$ cat src/rtl/rv_alu_pkg.sv
package rv_alu_pkg;
   typedef enum logic [2:0] {
      OP_ADD  = 3'd0,
      OP_SLL  = 3'd1,
      OP_SLT  = 3'd2,
      OP_SLTU = 3'd3,
      OP_XOR  = 3'd4,
      OP_SR   = 3'd5,
      OP_OR   = 3'd6,
      OP_AND  = 3'd7
   } alu_op_e;
endpackage

$ cat src/rtl/alu_operand_cond.sv
module alu_operand_cond #(
   parameter int W = 32
) (
   input  logic [W-1:0] b_i,
   input  logic         negate_i,
   input  logic         incr_i,
   output logic [W-1:0] b_o
);
   localparam int PADW = W - 1;
   logic [W-1:0] inv_b;

   assign inv_b = negate_i ? ~b_i : b_i;
   assign b_o   = inv_b + {{PADW{1'b0}}, incr_i};

   always_comb begin

      cond_pass_chk: assert (negate_i || incr_i || (b_o == b_i));

      cond_neg_chk: assert (!(negate_i && incr_i) || ((b_o + b_i) == '0));
   end
endmodule

$ cat src/rtl/alu_adder.sv
module alu_adder #(
   parameter int W      = 32,
   parameter bit RIPPLE = 1'b1
) (
   input  logic [W-1:0] a_i,
   input  logic [W-1:0] b_i,
   input  logic         cin_i,
   output logic [W-1:0] sum_o
);
   localparam int PADW = W - 1;

   generate
      if (RIPPLE) begin : g_ripple
         logic [W-1:0] carry;
         assign carry[0] = cin_i;
         for (genvar i = 0; i < W; i++) begin : g_bit
            assign sum_o[i] = a_i[i] ^ b_i[i] ^ carry[i];
            if (i < W - 1) begin : g_cy
               assign carry[i+1] = (a_i[i] & b_i[i]) | (carry[i] & (a_i[i] ^ b_i[i]));
            end
         end
         always_comb begin

            add_chk: assert (sum_o == (a_i + b_i + {{PADW{1'b0}}, cin_i}));
         end
      end else begin : g_native
         assign sum_o = a_i + b_i + {{PADW{1'b0}}, cin_i};
      end
   endgenerate
endmodule

$ cat src/rtl/alu_shifter.sv
module alu_shifter #(
   parameter int W    = 32,
   parameter int SH_W = 5
) (
   input  logic [W-1:0]    a_i,
   input  logic [SH_W-1:0] amt_i,
   input  logic            left_i,
   input  logic            arith_i,
   output logic [W-1:0]    res_o
);
   logic [W-1:0] rev_in;
   logic [W-1:0] rev_out;
   logic [W-1:0] stage [SH_W+1];
   logic         fill;

   generate
      for (genvar i = 0; i < W; i++) begin : g_rev
         assign rev_in[i]  = a_i[W-1-i];
         assign rev_out[i] = stage[SH_W][W-1-i];
      end
   endgenerate

   assign stage[0] = left_i ? rev_in : a_i;
   assign fill     = !left_i && arith_i && a_i[W-1];

   generate
      for (genvar s = 0; s < SH_W; s++) begin : g_stage
         localparam int D = 1 << s;
         assign stage[s+1] = amt_i[s] ? {{D{fill}}, stage[s][W-1:D]} : stage[s];
      end
   endgenerate

   assign res_o = left_i ? rev_out : stage[SH_W];

   always_comb begin

      sra_sign_chk: assert (left_i || !arith_i || !a_i[W-1] || res_o[W-1]);

      sll_low_chk: assert (!left_i || (amt_i == '0) || !res_o[0]);

      srl_top_chk: assert (left_i || arith_i || (amt_i == '0) || !res_o[W-1]);
   end
endmodule

$ cat src/rtl/alu_compare.sv
module alu_compare #(
   parameter int W      = 32,
   parameter bit RIPPLE = 1'b1
) (
   input  logic [W-1:0] a_i,
   input  logic [W-1:0] b_i,
   output logic         lt_s_o,
   output logic         lt_u_o
);
   logic [W:0] diff;

   alu_adder #(.W(W + 1), .RIPPLE(RIPPLE)) u_sub (
      .a_i   ({1'b0, a_i}),
      .b_i   ({1'b1, ~b_i}),
      .cin_i (1'b1),
      .sum_o (diff)
   );

   assign lt_u_o = diff[W];
   assign lt_s_o = (a_i[W-1] ^ b_i[W-1]) ? a_i[W-1] : diff[W-1];

   always_comb begin

      lt_eq_chk: assert ((diff[W-1:0] != '0) || (!lt_s_o && !lt_u_o));

      lt_u_msb_chk: assert (!(a_i[W-1] && !b_i[W-1]) || !lt_u_o);
   end
endmodule

$ cat src/rtl/rv_int_alu.sv
module rv_int_alu
   import rv_alu_pkg::*;
#(
   parameter int XLEN   = 32,
   parameter bit RIPPLE = 1'b1
) (
   input  logic [XLEN-1:0] opa_i,
   input  logic [XLEN-1:0] opb_i,
   input  logic [2:0]      op_sel_i,
   input  logic            signed_i,
   input  logic            negate_i,
   input  logic            incr_i,
   output logic [XLEN-1:0] result_o,
   output logic            zero_o
);
   localparam int SH_W = $clog2(XLEN);
   localparam int PADW = XLEN - 1;

   generate
      if (XLEN < 8 || (1 << SH_W) != XLEN) begin : g_bad_xlen
         $error("rv_int_alu: XLEN must be a power of two, at least 8");
      end
   endgenerate

   alu_op_e         op;
   logic [XLEN-1:0] opb_c;
   logic [XLEN-1:0] sum;
   logic [XLEN-1:0] shifted;
   logic            lt_s;
   logic            lt_u;

   assign op = alu_op_e'(op_sel_i);

   alu_operand_cond #(.W(XLEN)) u_cond (
      .b_i      (opb_i),
      .negate_i (negate_i),
      .incr_i   (incr_i),
      .b_o      (opb_c)
   );

   alu_adder #(.W(XLEN), .RIPPLE(RIPPLE)) u_add (
      .a_i   (opa_i),
      .b_i   (opb_c),
      .cin_i (1'b0),
      .sum_o (sum)
   );

   alu_shifter #(.W(XLEN), .SH_W(SH_W)) u_shift (
      .a_i     (opa_i),
      .amt_i   (opb_c[SH_W-1:0]),
      .left_i  (op == OP_SLL),
      .arith_i (signed_i),
      .res_o   (shifted)
   );

   alu_compare #(.W(XLEN), .RIPPLE(RIPPLE)) u_cmp (
      .a_i    (opa_i),
      .b_i    (opb_c),
      .lt_s_o (lt_s),
      .lt_u_o (lt_u)
   );

   always_comb begin
      unique case (op)
         OP_ADD:  result_o = sum;
         OP_SLL:  result_o = shifted;
         OP_SLT:  result_o = {{PADW{1'b0}}, lt_s};
         OP_SLTU: result_o = {{PADW{1'b0}}, lt_u};
         OP_XOR:  result_o = opa_i ^ opb_c;
         OP_SR:   result_o = shifted;
         OP_OR:   result_o = opa_i | opb_c;
         OP_AND:  result_o = opa_i & opb_c;
         default: result_o = '0;
      endcase
   end

   assign zero_o = ~|result_o;

   always_comb begin

      zero_match_chk: assert (zero_o == (result_o == '0));

      sub_chk: assert (!(op == OP_ADD && negate_i && incr_i) || (result_o == (opa_i - opb_i)));

      slt_width_chk: assert (!(op == OP_SLT || op == OP_SLTU) || (result_o[XLEN-1:1] == '0));
   end
endmodule

$ cat config.mk
export PLATFORM = sky130hd
export DESIGN_NAME = rv_int_alu
export DESIGN_NICKNAME = d
export VERILOG_FILES = /design/src/rtl/rv_alu_pkg.sv /design/src/rtl/alu_operand_cond.sv /design/src/rtl/alu_adder.sv /design/src/rtl/alu_shifter.sv /design/src/rtl/alu_compare.sv /design/src/rtl/rv_int_alu.sv
export SDC_FILE = /design/constraint.sdc
export NUM_CORES = 1
export LEC_CHECK = 0
export BUFFER_PORTS_ARGS = -buffer_cell sky130_fd_sc_hd__buf_2
export CAP_MARGIN = 20
export CORE_AREA = 2 2 132 134
export DETAILED_ROUTE_END_ITERATION = 10
export DIE_AREA = 0 0 134 136
export PLACE_DENSITY = 0.78
export SLEW_MARGIN = 25
export SYNTH_ARGS = -nofsm -noshare
export SYNTH_HDL_FRONTEND = slang
export SYNTH_HIERARCHICAL = 1
export SYNTH_SLANG_ARGS = --single-unit
export TNS_END_PERCENT = 5
$ cat constraint.sdc
create_clock -name vclk -period 26.5
set_input_delay 1.325 -clock vclk [all_inputs]
set_output_delay 1.325 -clock vclk [all_outputs]
set_load 0.1 [all_outputs]
== Word level (Yosys, flattened, before mapping) ==
Index checks and enable logic that the tools add are counted.

* Add/sub/neg operators: 1
* Equal/unequal tests: 7
* Multiplexer cells: 10
* Bitwise operators: 288
* Reduce and logical (&&, ||, !) cells: 7

{| class="wikitable"
|+ Operator list
! operator !! count
|-
| 2-to-1 mux 32 bit || 8
|-
| case mux 32 bit (7 select lines) || 1
|-
| bitwise AND 1 bit || 124
|-
| XOR 1 bit || 96
|-
| NOT 32 bit || 2
|-
| bitwise OR 1 bit || 62
|-
| adder 32 x 1 -> 32 bit || 1
|-
| bitwise AND 32 bit || 1
|-
| bitwise OR 32 bit || 1
|-
| OR reduction 32 bit || 1
|-
| XOR 32 bit || 1
|-
| == test 3 bit, second input constant || 4
|-
| == test 3 x 2 -> 1 bit, second input constant || 2
|-
| == test 3 x 1 -> 1 bit, second input constant || 1
|-
| logical NOT 3 bit || 1
|-
| logical AND 1 bit || 2
|-
| logical NOT 1 bit || 2
|-
| OR reduction 2 bit || 1
|-
| 2-to-1 mux 1 bit || 1
|-
| NOT 1 bit || 1
|}

* Register bits: 0
* Input bits: 70
* Output and inout port bits: 33
* Word-level logic and storage cells: 313

== Depth between registers and ports, before layout ==
Gate-level depths: netlist (run 1).

* Depth after elaboration: 72
* Depth in mapped cells: 49
* Gate-level depth less buffers: 45

== Hierarchy ==
Netlist (run 1), hierarchy kept.

{| class="wikitable"
|+ By module, submodules not included
! module !! instances !! cells an instance !! area each (um2) !! seq. area each (um2)
|-
| alu_shifter || 1 || 461 || 3594.7 || 0.0
|-
| rv_int_alu || 1 || 409 || 2718.9 || 0.0
|-
| alu_operand_cond || 1 || 216 || 1629.1 || 0.0
|-
| alu_adder at u_cmp.u_sub || 1 || 38 || 683.2 || 0.0
|-
| alu_adder at u_add || 1 || 37 || 663.1 || 0.0
|-
| alu_compare || 1 || 35 || 138.9 || 0.0
|}

== Worst setup path before layout (run 1) ==
No wires, ideal clock.

* Kind: input-to-output
* Start: in negate_i
* End: out zero_o
* Arrival: 17419 ps
* Data required time: 25175 ps
* Setup slack: 7756 ps
* Stages on the path: 48
* Buffers on the path: 4
* Cell sequence: buf_2 buf_6 buf_2 buf_2 xor2_1 ha_1 inv_1 fa_1 fa_1 fa_1 fa_1 fa_1 fa_1 fa_1 fa_1 fa_1 fa_1 fa_1 [... 12 more ...] fa_1 fa_1 fa_1 fa_1 fa_1 fa_1 fa_1 fa_1 fa_1 fa_1 fa_1 maj3_2 nor2_1 o21ai_0 o21ai_0 o22ai_1 nor4b_2 and4b_1

* Elaborated cells on any way between the ends: 299

{| class="wikitable"
|+ RTL lines
! item !! RTL line !! source
|-
| from (decl) || rv_int_alu.sv:11 || <nowiki>input logic negate_i,</nowiki>
|-
| 2-to-1 mux 32 bit * || alu_operand_cond.sv:12 || <nowiki>assign inv_b = negate_i ? ~b_i : b_i;</nowiki>
|-
| adder 32 x 1 -> 32 bit * || alu_operand_cond.sv:13 || <nowiki>assign b_o = inv_b + {{PADW{1'b0}}, incr_i};</nowiki>
|-
| via opb_c[0] || rv_int_alu.sv:26 || <nowiki>logic [XLEN-1:0] opb_c;</nowiki>
|-
| NOT 32 bit * || alu_compare.sv:14 || <nowiki>.b_i ({1'b1, ~b_i}),</nowiki>
|-
| bitwise AND 1 bit or XOR 1 bit (tied branches) || alu_adder.sv:19 || <nowiki>assign carry[i+1] = (a_i[i] & b_i[i]) | (carry[i] & (a_i[i] ^ b_i[i]));</nowiki>
|-
| bitwise OR 1 bit * || alu_adder.sv:19 ||
|-
| bitwise AND 1 bit * || alu_adder.sv:19 ||
|-
| bitwise OR 1 bit * || alu_adder.sv:19 ||
|-
| [... 58 more ...] || -- ||
|-
| XOR 1 bit * || alu_adder.sv:17 || <nowiki>assign sum_o[i] = a_i[i] ^ b_i[i] ^ carry[i];</nowiki>
|-
| via u_cmp.diff[31] || alu_compare.sv:10 || <nowiki>logic [W:0] diff;</nowiki>
|-
| 2-to-1 mux 1 bit * || alu_compare.sv:20 || <nowiki>assign lt_s_o = (a_i[W-1] ^ b_i[W-1]) ? a_i[W-1] : diff[W-1];</nowiki>
|-
| via lt_s || rv_int_alu.sv:29 || <nowiki>logic lt_s;</nowiki>
|-
| case mux 32 bit (7 select lines) * || rv_int_alu.sv:64 || <nowiki>unique case (op)</nowiki>
|-
| via result_o[0] || rv_int_alu.sv:13 || <nowiki>output logic [XLEN-1:0] result_o,</nowiki>
|-
| OR reduction 32 bit * || rv_int_alu.sv:77 || <nowiki>assign zero_o = ~|result_o;</nowiki>
|-
| logical NOT 1 bit * || rv_int_alu.sv:77 ||
|-
| to (decl) || rv_int_alu.sv:14 || <nowiki>output logic zero_o</nowiki>
|}

The timed path passes the listed nets; every way through them passes the cells marked *.

== Worst setup path in the final report (run 1) ==
* Start: in negate_i
* End: out zero_o

* Elaborated cells on any way between the ends: 299

{| class="wikitable"
|+ RTL lines
! item !! RTL line
|-
| 2-to-1 mux 32 bit * || alu_operand_cond.sv:12
|-
| adder 32 x 1 -> 32 bit * || alu_operand_cond.sv:13
|-
| via opb_c[2] || rv_int_alu.sv:26
|-
| NOT 32 bit * || alu_compare.sv:14
|-
| XOR 1 bit || alu_adder.sv:19
|-
| bitwise AND 1 bit || alu_adder.sv:19
|-
| bitwise OR 1 bit * || alu_adder.sv:19
|-
| bitwise AND 1 bit * || alu_adder.sv:19
|-
| [... 54 more ...] || --
|-
| bitwise OR 1 bit * || alu_adder.sv:19
|-
| XOR 1 bit * || alu_adder.sv:17
|-
| via u_cmp.diff[31] || alu_compare.sv:10
|-
| 2-to-1 mux 1 bit * || alu_compare.sv:20
|-
| via lt_s || rv_int_alu.sv:29
|-
| case mux 32 bit (7 select lines) * || rv_int_alu.sv:64
|-
| OR reduction 32 bit * || rv_int_alu.sv:77
|-
| logical NOT 1 bit * || rv_int_alu.sv:77
|}

Marks and branches as above.

==> summary.md, run 1 <==
| Metric | Value |
|---|---|
| Status | finished, final reports clean |
| Gpl congestion | about 1.1 |
| Mapped cell area | 9420 um2 |
| CP Capture Type | output pin |
| Drt via density | about 7 |
| Detail Route Antenna Nets | 0 |
| Hold-fix buffers at CTS | 0 |
| Unrepaired setup endpoints after global routing | no |
| Top-Level Pins | 103 |
| Post-CTS Setup Bufs | 0 |
| Most common cell after layout, fill and taps aside | inv_1 |
| CP Data Required Time | roughly 25000 ps |
| WL final | 34300 um |
| Site row count | 48 |
| Hold Crit Class | input pin to output pin |
| Detailed placement HPWL | roughly 26000 um |
| YS warnings | 6 |
| Tcrit/Tclk final | 0.703 |
| Largest net degree at the start of global routing | 77 |
| Initial antenna violation count | 1 |
| Syn Area/Cell | 7.89 um2 |
| GRT overflow | 0 |
| Least-Margin Pin Slew | roughly 1100 ps |
| Layout cells sized above 1 | 0.208 |
| Max Slew Vio Count | 0 |
| Minimum clock period | 18620 ps |
| Setup TNS | 0 ps |
| DIE HEIGHT | between 100 and 150 um |
| Seq_cells | 0 |
| # fillers | around 1600 |
| Via count | 9896 |
| Max Cap Violations | 0 |
| Cell Pwr Density | ~40 nW/um2 |
| End-of-flow core utilization | 0.585 |
| Clock Buffer Count | 0 |
| DRC Markers | 0 |
| Final net count | 1424 |
| Resize count post-CTS | 0 |
| Synth Instances | ~1200 |
| Post-route design area | 9880 um2 |
| CP max stage cell | buf_4 |
| Placed Area | around 9900 um2 |
| Vias in the first global route | around 9000 |
| Die X | 134 um |
| Worst Path Max Fanout | between 60 and 70 |
| DIE AREA | roughly 18000 um2 |
| Most frequent cells in the layout | 125 x inv_1, 102 x buf_2, 89 x nand2_1, 84 x nor2_1, 65 x ha_1 |
| Number of port buffers | between 100 and 150 |
| CP Class | input pin to output pin |
| Startpoint Class | input pin |
| All-Layer GR Usage | 0.366 |
| Multi-input gate area | ~8500 um2 |
| FF+latch area | 0 um2 |
| Wire per inst | around 24 um |
| Largest stage delay on the critical path | 570 ps |
| CORE AREA | 16900 um2 |
| Final setup fails | 0 |
| Peak VDD IR | approximately 0.043 mV |
| Starting Density | 0.558 |
| Lkg Pwr | around 4.3 nW |
| First-pass iteration count of the detailed router | 6 |
| Area growth syn-to-layout | 4.82% |
| Most common cell on crit path | fa_1 |
| Relative slew slack | 0.280 |
| Final hold violation count | 0 |
| Initial DRC Count | ~1600 |
| First-pass GRT wire length | approximately 52000 um |
| N_diodes | 0 |
| Arr. time, crit path | between 15000 and 20000 ps |
| Max Fclk | between 50 and 60 MHz |
==> final timing paths <==
kind                        start      endpoint  slack [ps]  cells after the start
worst max-delay path     negate_i        zero_o        7880                     49
worst min-delay path  op_sel_i[0]  result_o[23]        3450                      3
==> where the power goes <==
group	switching, mW	total (mW)	leakage (nW)	internal, mW
Combinational	0.263	0.390	4.29	0.127
Clock	0	0	0	0
Sequential	0	0	0	0
Total	0.263	0.390	4.29	0.127
==> through the flow <==
| stage | worst slack, ps | cells | hold WS [ps] | power, mW |
|---|---|---|---|---|
| finish | 7880 | 1448 | 3450 | 0.390 |
| global route | 7360 | 1448 | 3470 | 0.410 |
| CTS | 8000 | 1448 | 3430 | 0.377 |
| detailed placement | 8040 | 1448 | 3440 | 0.376 |
| global placement | 8320 | 1448 | 3430 | 0.371 |
| floorplan | 7760 | 1196 | 3270 | 0.281 |
==> layer usage <==
layer | wire, um | part of all wire | vias up | GRT usage
met4 | 2010 | 0.058 | 0 | 0.161
met3 | 4500 | 0.13 | 149 | 0.0772
met2 | 14800 | 0.43 | 763 | 0.562
li1 | - | - | 4319 | -
met1 | 13000 | 0.38 | 4665 | 0.496
met5 | 0 | 0 | - | 0
==> critical path, delay by kind of cell <==
kind / cells / cell delay [ps]
buf+inv: 7 / 1850
fa+ha+maj: 33 / 12580
compound gates: 3 / 340
simple gates: 3 / 590
xor+xnor: 3 / 600
==> cell type report <==
| class | instances | area share |
|---|---|---|
| multi-input cells | 981 | 0.862 |
| well taps | 225 | 0.0285 |
| inverters | 127 | 0.0483 |
| repair buffers | 115 | 0.0616 |
(Power assumes the default switching activity.)
==> inputs of run 2 (changes only) <==
--- a/config.mk
+++ b/config.mk
@@ -5,12 +5,13 @@
 export SDC_FILE = /design/constraint.sdc
 export NUM_CORES = 1
 export LEC_CHECK = 0
+export ABC_AREA = 1
 export BUFFER_PORTS_ARGS = -buffer_cell sky130_fd_sc_hd__buf_2
 export CAP_MARGIN = 20
-export CORE_AREA = 2 2 132 134
+export CORE_AREA = 2 2 125 127
 export DETAILED_ROUTE_END_ITERATION = 10
-export DIE_AREA = 0 0 134 136
-export PLACE_DENSITY = 0.78
+export DIE_AREA = 0 0 127 129
+export PLACE_DENSITY = 0.82
 export SLEW_MARGIN = 25
 export SYNTH_ARGS = -nofsm -noshare
 export SYNTH_HDL_FRONTEND = slang
==> constraint.sdc (replaced) <==
create_clock -name vclk -period 16.8
set_input_delay 0.84 -clock vclk [all_inputs]
set_output_delay 0.84 -clock vclk [all_outputs]
set_load 0.1 [all_outputs]
==> run 2 against run 1 <==
  * Wire length down 15%
  * Die area down 10%
  * Highest routed layer unchanged
  * Cell area down 9.7%
  * Global-route usage down 1.4 points
  * Setup slack worse by 7200 ps
  * Non-clock buffer count down 2
  * Combinational power up 21%
  * Power up 20%
  * Synthesized cell count up 31%
  * Core utilization up 1.1 points
  * Largest cell class unchanged
  * Critical path depth up 1
==> summary.md, run 2 <==
| Metric | Value |
|---|---|
| Status | finished, final reports clean |
| YS warnings | 6 |
| DIE HEIGHT | ~130 um |
| First-pass iteration count of the detailed router | 8 |
| Max Slew Vio Count | 0 |
| GRT overflow | 0 |
| CP Class | input pin to output pin |
| DRC Markers | 0 |
| Unrepaired setup endpoints after global routing | no |
| Mapped cell area | between 8000 and 9000 um2 |
| CP Capture Type | output pin |
| Peak VDD IR | around 0.064 mV |
| Hold-fix buffers at CTS | 0 |
| Wire per inst | ~16 um |
| Least-Margin Pin Slew | 1050 ps |
| Initial antenna violation count | 0 |
| Number of port buffers | between 100 and 150 |
| Top-Level Pins | approximately 100 |
| Final net count | 1806 |
| Final hold violation count | 0 |
| Detail Route Antenna Nets | 0 |
| Seq_cells | 0 |
| N_diodes | 0 |
| Placed Area | between 8000 and 9000 um2 |
| CORE AREA | 15000 um2 |
| Setup TNS | 0 ps |
| First-pass GRT wire length | 46100 um |
| Gpl congestion | about 1 |
| Startpoint Class | input pin |
| Total power | approximately 0.47 mW |
| Cell Pwr Density | 52.6 nW/um2 |
| Largest net degree at the start of global routing | 66 |
| Final cell count without fillers | 1793 |
| Critical path buffer and inverter count | 5 |
| Via count | 10200 |
| CP top delay family | adder cells |
| Most common cell on crit path | fa_1 |
| Most common cell after layout, fill and taps aside | nand2_1 |
| Starting Density | 0.565 |
| All-Layer GR Usage | 0.352 |
| Post-route design area | a little under 9000 um2 |
| Max Cap Violations | 0 |
| Syn Area/Cell | 5.43 um2 |
| Vias in the first global route | just under 9000 |
| Resize count post-CTS | 0 |
| Post-CTS Setup Bufs | 0 |
| Clock Buffer Count | 0 |
| Relative slew slack | 0.300 |
| Arr. time, crit path | ~15000 ps |
| Hold Crit Class | input pin to output pin |
| Layout cells sized above 1 | 0.112 |
| CP max stage cell | fa_1 |
| Placed instance count | between 1500 and 2000 |
| Final hold slack | 2470 ps |
| Synth Instances | about 1600 |
| WL final | between 20000 and 30000 um |
| Worst Path Max Fanout | 2 |
| FF+latch area | 0 um2 |
| Drt via density | around 5.7 |
| Site row count | 45 |
| Minimum clock period | 16130 ps |
| Most frequent cells in the layout | 549 x nand2_1, 335 x nand3_1, 211 x inv_1, 142 x nor2_1, 101 x buf_2 |
| Area growth syn-to-layout | 5.39% |
| Tcrit/Tclk final | 0.960 |
| DIE AREA | 16400 um2 |
| Max Fclk | between 60 and 70 MHz |
| Die X | ~130 um |
| Largest stage delay on the critical path | ~460 ps |
| # fillers | roughly 1600 |
| Detailed placement HPWL | 23300 um |
| Final setup fails | 0 |
| CP Data Required Time | about 16000 ps |
| Initial DRC Count | approximately 1400 |
| Lkg Pwr | between 5 and 6 nW |
run 2: metal layers:
layer  global-route usage  up-vias  share of wire
met4               0.0918        0          0.033
li1                     -     4900              -
met2                0.577      545           0.44
met1                0.492     4661           0.41
met5                    0        -              0
met3               0.0457       60           0.11
run 2: cell type report:
cell class | instances | area (um2) | area share
timing repair buffer | 113 | 624 | 0.0700
inverter | 217 | 816 | 0.0914
tap | 188 | 235 | 0.0264
multi-input combinational | 1275 | 7250 | 0.812
run 2: worst min-delay path: stages:
cell	delay (ps)
buf_2	160
nand4_1	110
nand2_1	50
inv_1	40
nand3_1	70
nand2_1	80
inv_1	100
buf_12	180
run 2: through the flow:
stage          setup WS, ps  utilization
5_1_grt                77.8        0.596
6_report                666        0.596
3_3_place_gp            932        0.596
4_1_cts                 700        0.596
3_5_place_dp            748        0.596
2_1_floorplan          18.6            -
run 2: power breakdown:
part | switching (mW) | leakage (nW) | internal, mW
registers | 0 | 0 | 0
logic | 0.349 | 5.20 | 0.121
clock network | 0 | 0 | 0
total | 0.349 | 5.20 | 0.121
run 2: worst paths after layout:
kind,from,end,cells after the start
setup / recovery,negate_i,zero_o,50
hold / removal,op_sel_i[0],result_o[0],8
